<file path="config.mk">
export PLATFORM = sky130hd
export DESIGN_NAME = rom_snapshot
export DESIGN_NICKNAME = d
export VERILOG_FILES = /design/src/rtl/rsnap_pkg.sv /design/src/rtl/rsnap_sync.sv /design/src/rtl/rsnap_pacer.sv /design/src/rtl/rsnap_store.sv /design/src/rtl/rom_snapshot.sv
export SDC_FILE = /design/constraint.sdc
export NUM_CORES = 1
export LEC_CHECK = 0
export ABC_AREA = 1
export BUFFER_PORTS_ARGS = -buffer_cell sky130_fd_sc_hd__buf_2
export CORE_UTILIZATION = 44
export DETAILED_ROUTE_END_ITERATION = 8
export GPL_TIMING_DRIVEN = 0
export PLACE_DENSITY = 0.62
export SYNTH_ARGS = -nofsm -noshare
export SYNTH_HDL_FRONTEND = slang
export SYNTH_SLANG_ARGS = --single-unit
</file>
<file path="constraint.sdc">
create_clock -name clk -period 2.7 [get_ports clk]
set_clock_uncertainty 0.1 [all_clocks]
set_input_delay 0.405 -clock clk [delete_from_list [all_inputs] [get_ports clk]]
set_output_delay 0.405 -clock clk [all_outputs]
set_load 0.005 [all_outputs]
</file>
<file path="src/rtl/rsnap_pkg.sv">
package rsnap_pkg;
  typedef enum logic [2:0] {
    PH_IDLE,
    PH_INIT,
    PH_START,
    PH_ADDR,
    PH_AACK,
    PH_DATA,
    PH_DACK
  } phase_t;
endpackage

</file>
<file path="src/rtl/rsnap_sync.sv">
module rsnap_sync #(
  parameter int STAGES = 2
) (
  input  logic clk,
  input  logic rst_n,
  input  logic d_i,
  output logic q_o
);
  logic [STAGES-1:0] chain_q;

  generate
    for (genvar s = 0; s < STAGES; s++) begin : g_stage
      if (s == 0) begin : g_first
        always_ff @(posedge clk or negedge rst_n)
          if (!rst_n) chain_q[0] <= 1'b1;
          else        chain_q[0] <= d_i;
      end else begin : g_rest
        always_ff @(posedge clk or negedge rst_n)
          if (!rst_n) chain_q[s] <= 1'b1;
          else        chain_q[s] <= chain_q[s-1];
      end
    end
  endgenerate

  assign q_o = chain_q[STAGES-1];
endmodule

</file>
<file path="src/rtl/rsnap_pacer.sv">
module rsnap_pacer #(
  parameter int HOLD_CYC = 4
) (
  input  logic clk,
  input  logic rst_n,
  input  logic go_i,
  output logic ready_o
);
  localparam int CW = $clog2(HOLD_CYC + 1);
  logic [CW-1:0] cnt_q;

  always_ff @(posedge clk or negedge rst_n)
    if (!rst_n)               cnt_q <= '0;
    else if (go_i)            cnt_q <= CW'(HOLD_CYC - 1);
    else if (cnt_q != '0)     cnt_q <= cnt_q - 1'b1;

  assign ready_o = (cnt_q == '0);


  hold_reload_chk: assert property (@(posedge clk) disable iff (!rst_n)
    go_i |=> (HOLD_CYC == 1) || !ready_o);
endmodule

</file>
<file path="src/rtl/rsnap_store.sv">
module rsnap_store #(
  parameter int AW = 7,
  parameter int DW = 8
) (
  input  logic          clk,
  input  logic          rst_n,
  input  logic          we_i,
  input  logic [AW-1:0] wa_i,
  input  logic [DW-1:0] wd_i,
  input  logic [AW-1:0] ra_i,
  output logic [DW-1:0] rd_o
);
  localparam int DEPTH = 1 << AW;
  logic [DW-1:0] mem [DEPTH];

  always_ff @(posedge clk)
    if (we_i) mem[wa_i] <= wd_i;

  assign rd_o = mem[ra_i];


  wr_kept_chk: assert property (@(posedge clk) disable iff (!rst_n)
    we_i |=> mem[$past(wa_i)] == $past(wd_i));
endmodule

</file>
<file path="src/rtl/rom_snapshot.sv">
module rom_snapshot
  import rsnap_pkg::*;
#(
  parameter int HOLD_CYC = 4,
  parameter int ADDR_W   = 7,
  parameter int DATA_W   = 8
) (
  input  logic              clk,
  input  logic              rst_n,
  input  logic              start_i,
  output logic              busy_o,
  output logic              done_o,
  output logic              scl_o,
  output logic              sda_oe_o,
  input  logic              sda_i,
  input  logic [ADDR_W-1:0] rd_addr_i,
  output logic [DATA_W-1:0] rd_data_o
);
  localparam int WORDS   = 1 << ADDR_W;
  localparam int ABYTE_W = ADDR_W + 1;
  localparam int BIT_W   = $clog2((ABYTE_W > DATA_W) ? ABYTE_W : DATA_W);
  localparam int GW      = $clog2(HOLD_CYC + 1);

  phase_t              phase_q;
  logic [2:0]          sub_q;
  logic [BIT_W-1:0]    bit_q;
  logic [ADDR_W-1:0]   word_q;
  logic [DATA_W-1:0]   shreg_q;
  logic                ack_q;
  logic                busy_q, done_q, scl_q, oe_q;
  logic                sda_s, ready, fire;
  logic [ABYTE_W-1:0]  addr_byte;
  logic                last_word;
  logic                we;
  logic [DATA_W-1:0]   wd;

  rsnap_sync #(.STAGES(2)) u_sync (
    .clk(clk), .rst_n(rst_n), .d_i(sda_i), .q_o(sda_s)
  );

  rsnap_pacer #(.HOLD_CYC(HOLD_CYC)) u_pacer (
    .clk(clk), .rst_n(rst_n), .go_i(fire), .ready_o(ready)
  );

  assign fire      = busy_q && ready;
  assign addr_byte = {word_q, 1'b1};
  assign last_word = (word_q == ADDR_W'(WORDS - 1));

  assign we = fire && (sub_q == 3'd4) &&
              ((phase_q == PH_DACK) || (phase_q == PH_AACK && ack_q));
  assign wd = (phase_q == PH_AACK) ? {DATA_W{1'b1}} : shreg_q;

  rsnap_store #(.AW(ADDR_W), .DW(DATA_W)) u_store (
    .clk(clk), .rst_n(rst_n), .we_i(we), .wa_i(word_q), .wd_i(wd),
    .ra_i(rd_addr_i), .rd_o(rd_data_o)
  );

  always_ff @(posedge clk or negedge rst_n) begin
    if (!rst_n) begin
      phase_q <= PH_IDLE;
      sub_q   <= '0;
      bit_q   <= '0;
      word_q  <= '0;
      shreg_q <= '0;
      ack_q   <= 1'b1;
      busy_q  <= 1'b0;
      done_q  <= 1'b0;
      scl_q   <= 1'b1;
      oe_q    <= 1'b0;
    end else if (start_i && !busy_q) begin
      busy_q  <= 1'b1;
      done_q  <= 1'b0;
      word_q  <= '0;
      phase_q <= PH_INIT;
      sub_q   <= '0;
    end else if (fire) begin
      unique case (phase_q)
        PH_INIT: begin
          scl_q   <= 1'b1;
          oe_q    <= 1'b0;
          phase_q <= PH_START;
          sub_q   <= '0;
        end
        PH_START: begin
          case (sub_q)
            3'd0:    oe_q  <= 1'b0;
            3'd1:    scl_q <= 1'b1;
            3'd2:    oe_q  <= 1'b1;
            default: scl_q <= 1'b0;
          endcase
          if (sub_q == 3'd3) begin
            phase_q <= PH_ADDR;
            sub_q   <= '0;
            bit_q   <= BIT_W'(ABYTE_W - 1);
          end else begin
            sub_q <= sub_q + 3'd1;
          end
        end
        PH_ADDR: begin
          case (sub_q)
            3'd0:    oe_q  <= !addr_byte[bit_q];
            3'd1:    scl_q <= 1'b1;
            default: scl_q <= 1'b0;
          endcase
          if (sub_q == 3'd2) begin
            sub_q <= '0;
            if (bit_q == '0) phase_q <= PH_AACK;
            else             bit_q   <= bit_q - 1'b1;
          end else begin
            sub_q <= sub_q + 3'd1;
          end
        end
        PH_AACK, PH_DACK: begin
          case (sub_q)
            3'd0:    oe_q  <= 1'b0;
            3'd1:    scl_q <= 1'b1;
            3'd2:    ack_q <= sda_s;
            3'd3:    scl_q <= 1'b0;
            default: oe_q  <= 1'b0;
          endcase
          if (sub_q == 3'd4) begin
            sub_q <= '0;
            if (phase_q == PH_AACK && !ack_q) begin
              phase_q <= PH_DATA;
              bit_q   <= BIT_W'(DATA_W - 1);
            end else if (last_word) begin
              phase_q <= PH_IDLE;
              busy_q  <= 1'b0;
              done_q  <= 1'b1;
            end else begin
              phase_q <= PH_START;
              word_q  <= word_q + 1'b1;
            end
          end else begin
            sub_q <= sub_q + 3'd1;
          end
        end
        PH_DATA: begin
          case (sub_q)
            3'd0:    oe_q    <= 1'b0;
            3'd1:    scl_q   <= 1'b1;
            3'd2:    shreg_q <= {shreg_q[DATA_W-2:0], sda_s};
            3'd3:    scl_q   <= 1'b0;
            default: oe_q    <= 1'b1;
          endcase
          if (sub_q == 3'd4) begin
            sub_q <= '0;
            if (bit_q == '0) phase_q <= PH_DACK;
            else             bit_q   <= bit_q - 1'b1;
          end else begin
            sub_q <= sub_q + 3'd1;
          end
        end
        default: phase_q <= PH_IDLE;
      endcase
    end
  end

  assign busy_o   = busy_q;
  assign done_o   = done_q;
  assign scl_o    = scl_q;
  assign sda_oe_o = oe_q;

  // Spacing monitor for line changes
  logic          scl_d, oe_d;
  logic [GW-1:0] gap_q;
  always_ff @(posedge clk or negedge rst_n)
    if (!rst_n) begin
      scl_d <= 1'b1;
      oe_d  <= 1'b0;
      gap_q <= GW'(HOLD_CYC);
    end else begin
      scl_d <= scl_q;
      oe_d  <= oe_q;
      if (scl_q != scl_d || oe_q != oe_d) gap_q <= '0;
      else if (gap_q != GW'(HOLD_CYC))    gap_q <= gap_q + 1'b1;
    end


  line_gap_chk: assert property (@(posedge clk) disable iff (!rst_n)
    (!$stable(scl_o) || !$stable(sda_oe_o)) |-> (32'(gap_q) >= HOLD_CYC - 1));


  no_stop_chk: assert property (@(posedge clk) disable iff (!rst_n)
    (busy_o && scl_o && $past(scl_o)) |-> !$fell(sda_oe_o));


  busy_rise_chk: assert property (@(posedge clk) disable iff (!rst_n)
    (start_i && !busy_o) |=> (busy_o && !done_o));


  done_on_end_chk: assert property (@(posedge clk) disable iff (!rst_n)
    $fell(busy_o) |-> done_o);


  word_hold_chk: assert property (@(posedge clk) disable iff (!rst_n)
    (busy_o && $past(busy_o)) |-> (word_q >= $past(word_q)));
endmodule

</file>
* After elaboration in Yosys (flattened, before gate mapping) *
Memory sizes are Yosys's and may differ from the RTL's.
Index checks and enable logic that the tools add are counted.

operators by class
  add/sub/neg operators = 4
  $mul = 0
  div/mod/pow operators = 0
  magnitude comparators = 1
  equal/unequal tests = 31
  shifts and indexed selects = 0
  muxes and demuxes = 58
  bitwise logic cells = 1
  reduce and logical (&&, ||, !) cells = 36

operator list
  cell                                                             count
  3-bit two-way mux                                                22
  7-bit two-way mux                                                6
  3-bit case mux with 4 select lines                               2
  2-bit inequality test, second input constant                     11
  3-bit inequality test, second input constant                     7
  1-bit two-way mux                                                17
  3-bit case mux with 5 select lines                               1
  7-bit AND reduction                                              2
  3-bit by 2-bit == test with 1-bit output, second input constant  4
  3-bit == test, second input constant                             4
  1-bit case mux with 2 select lines                               5
  5-bit AND reduction                                              2
  2-bit nonzero test                                               5
  5-bit nonzero test                                               2
  3-bit logical NOT                                                3
  8-bit two-way mux                                                1
  4-bit AND reduction                                              2
  8-bit AND reduction                                              1
  4-bit nonzero test                                               2
  7-bit by 1-bit adder with 7-bit output, second input constant    1
  7-bit == test, second input constant                             1
  3-bit by 1-bit == test with 1-bit output, second input constant  2
  1-bit logical AND                                                6
  6-bit AND reduction                                              1
  other kinds (16)                                                 21

word-level totals
  flip-flop bits (word level) = 34
  bits in latches = 0
  RAM bits = 1024
  memory bits (read-only) = 0
  input bits = 11
  output and inout port bits = 12
  memories = 1

memory list
  memory       words  width  rd ports  clocked after Yosys merged registers in  write ports  RTL line           text
  u_store.mem  128    8      1         0                                        1            rsnap_store.sv:14  logic [DW-1:0] mem [DEPTH];

* Logic depth before layout (Yosys ltp) *
  depth in word-level cells = 7
  gate-level depth with buffers = 14
  depth with buffers taken out = 11

* Modules after synthesis *
A second synthesis with hierarchy kept.

unflattened totals
  cells, all modules = 3871
  area total of the unflattened synthesis = 44138.6 um^2

by module, submodules not included
  module        times used  cells each  area an instance (um^2)
  rsnap_store   1           3567        41944.0
  rom_snapshot  1           278         1958.1
  rsnap_pacer   1           24          183.9
  rsnap_sync    1           2           52.6

* Least setup slack after synthesis *
No wires, ideal clock.

  path kind = flip-flop to flip-flop
  start point = register phase_q[0]
  end point = memory u_store.mem[0][0], data pin
  library setup time = 510 ps
  arrival = 2291 ps
  path slack = -202 ps
  stages on the path, launching flop included = 4
  buffers on the path = 0
  period minus slack after synthesis = 2902 ps
  path through = dfrtp_1 nor2_4 nand2_1 nand2_1

between the ends
  cells in the longest elaborated chain, start to end = 2

RTL lines
  item                       RTL line            text
  start, declared            rom_snapshot.sv:24  phase_t phase_q;
  start signal, assigned     rom_snapshot.sv:60  phase_q <= PH_IDLE;
  start signal, assigned     rom_snapshot.sv:74  phase_q <= PH_INIT;
  start signal, assigned     rom_snapshot.sv:81  phase_q <= PH_START;
  3-bit == test              rom_snapshot.sv:51  assign wd = (phase_q == PH_AACK) ? {DATA_W{1'b1}} : shreg_q;
  8-bit two-way mux          rom_snapshot.sv:51
  named net u_store.wd_i[0]  rsnap_store.sv:9    input logic [DW-1:0] wd_i,
  end, declared              rsnap_store.sv:14

The timed path passes the listed nets, and every way through them passes these cells.

* Worst setup path in the final report *
  start point = input port rd_addr_i[2]
  end point = output port rd_data_o[4]

between the ends
  cells in the longest elaborated chain, start to end = 1

RTL lines
  item                     RTL line            text
  start, declared          rom_snapshot.sv:16  input logic [ADDR_W-1:0] rd_addr_i,
  memory read 128 x 8 bit  --
  end, declared            rom_snapshot.sv:17  output logic [DATA_W-1:0] rd_data_o

Every way passes these cells.

==> run metrics <==
status=complete, but fails checks; failing checks=setup timing; Cell variety after synth=33; routed via count=just over 30000; leak pwr=18.7 nW; Chip Width=~320 um; Sequential Area=between 30000 and 40000 sq um; top cell type's share of synthesized area=0.708; largest area contributor in the netlist=edfxtp_1; number of global-route vias before repair=slightly below 30000; Tot Pwr=between 30 and 40 mW; critical path class=input port to output pin; Final Cycle Share=1.03; post-layout min period=2.78 ns; Die Area=between 100000 and 150000 sq um; CTS sink cnt=about 1100; initial DRC count=roughly 4000; most frequent cells in the layout=1140 x nand2_1, 1024 x edfxtp_1, 668 x nand3_1; CP startpoint kind=input port; crit end category=output pin; Fin. Hold Viols=0; RSZ-0062 raised after global routing=yes; GRT Util Overall=0.277; fmax=roughly 0.36 GHz; NumNets Final=about 4000; Synth Cell Area=43500 sq um; setup ws final=-0.0764 ns; Post-DP Area=around 46000 sq um; Finished Cell Area=between 50000 and 60000 sq um; Critical Path RT=2.19 ns; hold crit path type=input port to flip-flop; core area=97300 sq um; Setup WS pre-CTS=-1.48 ns; total grt overflow=0; register area share after synthesis=0.727; row cnt=114; Pins Over Slew Limit=0; filler instances=slightly below 8000; largest net degree at the start of global routing=77; FF+latch count, synth=roughly 1100; initial antenna violation count=2; synth top area cells=edfxtp_1 71%, nand2_1 11%, nand3_1 11%, dfrtp_1 1.7%, buf_2 1.5%; DRC=0; Post-Route WL=roughly 140 mm; post-synthesis instance total=approximately 3800; # IOs=23; Root Buffer=clkbuf_16; Placed Cells=between 5000 and 6000; CP startpoint=rd_addr_i[2]; layout cell share with drive strength beyond 1=0.250; # setup viols final=36; CTS tree=yes; post-DP HPWL=93.4 mm; critical-path maximum fanout=10; WHS=between 0.1 and 0.15 ns; starting density of the core=0.447; VDD IR-drop max=just over 0.5 mV; measured slew at the worst slew-check pin=between 0.9 and 1 ns; pwr/cell area=around 660 nW/um^2; Syn Area/Cell=11.5 sq um; Routed Antenna Nets=0; TritonCTS Buffers=approximately 110; Area Overhead vs Synth=24.3%; worst r2r src=word_q[4]; WP data arrival=around 2.3 ns; Detailed Routing Iterations Pass 1=6; fin util=0.555; Placer Congestion=roughly 1.0; Ant. Diodes=0; Die Y=316 um; syn nets=between 3000 and 4000; post-route setup TNS=-1.25 ns; clk buf depth=3; clock slew at reported path FFs=0.06 ns; first-pass GRT wire length=approximately 200 mm; input/output buffers=17; DR vias/cell=roughly 5.8; Reg2Reg Depth=4; clk_lat worst skew=about 0.68 ns; footprint of the multi-input gates=between 10000 and 15000 sq um; R2R Path End=u_store.mem[23][7]; routed len/inst=26.4 um; commonest non-fill, non-tap cell in the layout=nand2_1; Non-Filler Instances=5350; Slew HR=0.393; Yosys warning count=0; H-tree Lvls=3; CP endpoint=rd_data_o[4]; R2R Setup Slk=-0.06 ns; Max-Cap Viols=0
## area by class of cell
type / count / share of cell area
flip-flops and latches: 1058 / 0.585
repair inverters: 1 / 0.000162
repair buffers: 96 / 0.0252
clock inverters: 71 / 0.0143
plain buffers: 232 / 0.0387
well taps: 1276 / 0.0296
inverters: 46 / 0.00354
clock buffers: 131 / 0.0524
multi-input cells: 2439 / 0.251
## layer usage
layer  track usage  wire (um)  up-vias
met5             0          9        -
met4         0.125       6900        2
met3        0.0578      14300      318
met2         0.430      65000     1773
met1         0.376      55000    15300
li1              -          -    13700
## synth_stat cells
| library cell | count |
|---|---|
| nand2_1 | 1258 |
| edfxtp_1 | 1024 |
| nand3_1 | 937 |
| nor2_1 | 156 |
| buf_2 | 131 |
| clkbuf_1 | 72 |
| inv_1 | 42 |
| dfrtp_1 | 30 |
| buf_1 | 22 |
| a21oi_1 | 21 |
| o21ai_0 | 21 |
| ha_1 | 11 |
| buf_4 | 7 |
| o22ai_1 | 6 |
| nand3_2 | 5 |
| dfstp_2 | 4 |
| inv_2 | 3 |
| nor2_4 | 3 |
| nor3_1 | 3 |
| a211oi_1 | 2 |
| a22oi_1 | 2 |
| a31oi_1 | 2 |
| nand4_1 | 2 |
| o21a_1 | 2 |
| a32oi_1 | 1 |
| clkinv_1 | 1 |
| nand2_2 | 1 |
| nor3_4 | 1 |
| o211ai_1 | 1 |
| o21ai_2 | 1 |
| o311ai_0 | 1 |
| or2_2 | 1 |
| xnor2_1 | 1 |
## critical path, stage by stage
cell,delay [ns]
buf_2,0.15
inv_1,0.10
clkbuf_8,0.26
clkbuf_4,0.33
nand3_1,0.20
nand3_4,0.17
nand2_2,0.07
nand2_1,0.06
nand3_1,0.09
nand2_1,0.10
nand2_1,0.06
nand2_2,0.11
buf_2,0.13
## worst min-delay path by stage
| stage | startpoint | to | slack, ns | cells past startpoint |
|---|---|---|---|---|
| after detailed placement | u_sync.chain_q[0] | u_sync.q_o | 0.25 | 0 |
| after CTS | start_i | busy_o | 0.14 | 3 |
| after global routing | start_i | busy_o | 0.16 | 3 |
| after floorplan | rst_n | bit_q[0] | 0.009 | 0 |
| after global placement | u_sync.chain_q[0] | u_sync.q_o | 0.25 | 0 |
| final | start_i | busy_o | 0.15 | 3 |
## power by group
part           internal, mW  switching [mW]  total [mW]
Sequential             17.7        0.000414        17.7
Combinational         0.782            1.71        2.49
Clock                  8.82            6.48        15.3
## cells by family (layout without fill, tap and decap cells)
| family | after synthesis | in the layout | synth area share |
|---|---|---|---|
| buffers and inverters | 278 | 577 | 0.0284 |
| AO/OA/AOI/OAI | 60 | 60 | 0.00780 |
| flip-flops | 1058 | 1058 | 0.727 |
| adder cells (fa/ha/maj) | 11 | 11 | 0.00317 |
| AND/OR/NAND/NOR | 2367 | 2367 | 0.233 |
| XOR/XNOR | 1 | 1 | 0.000202 |
## what timing repair did
item | 4_1_cts | 5_1_grt
endpoints found under the hold margin | 31 | 0
hold buffers | 2 | 0
pin swaps | 60 | 186
setup endpoints to repair | 1197 | 1201
gates resized for setup | 630 | 473
buffers inserted | 53 | 7
gates cloned | 3 | 2
## state kept, by name, summed over array words and instances, names as in the netlist, 3 cells and up
| name | flops |
|---|---|
| shreg_q | 8 |
| sub_q | 3 |
| u_store.mem | 1024 |
| u_pacer.cnt_q | 3 |
| bit_q | 3 |
| word_q | 7 |
| phase_q | 3 |
Note: power is estimated with default switching activity, not from simulation.
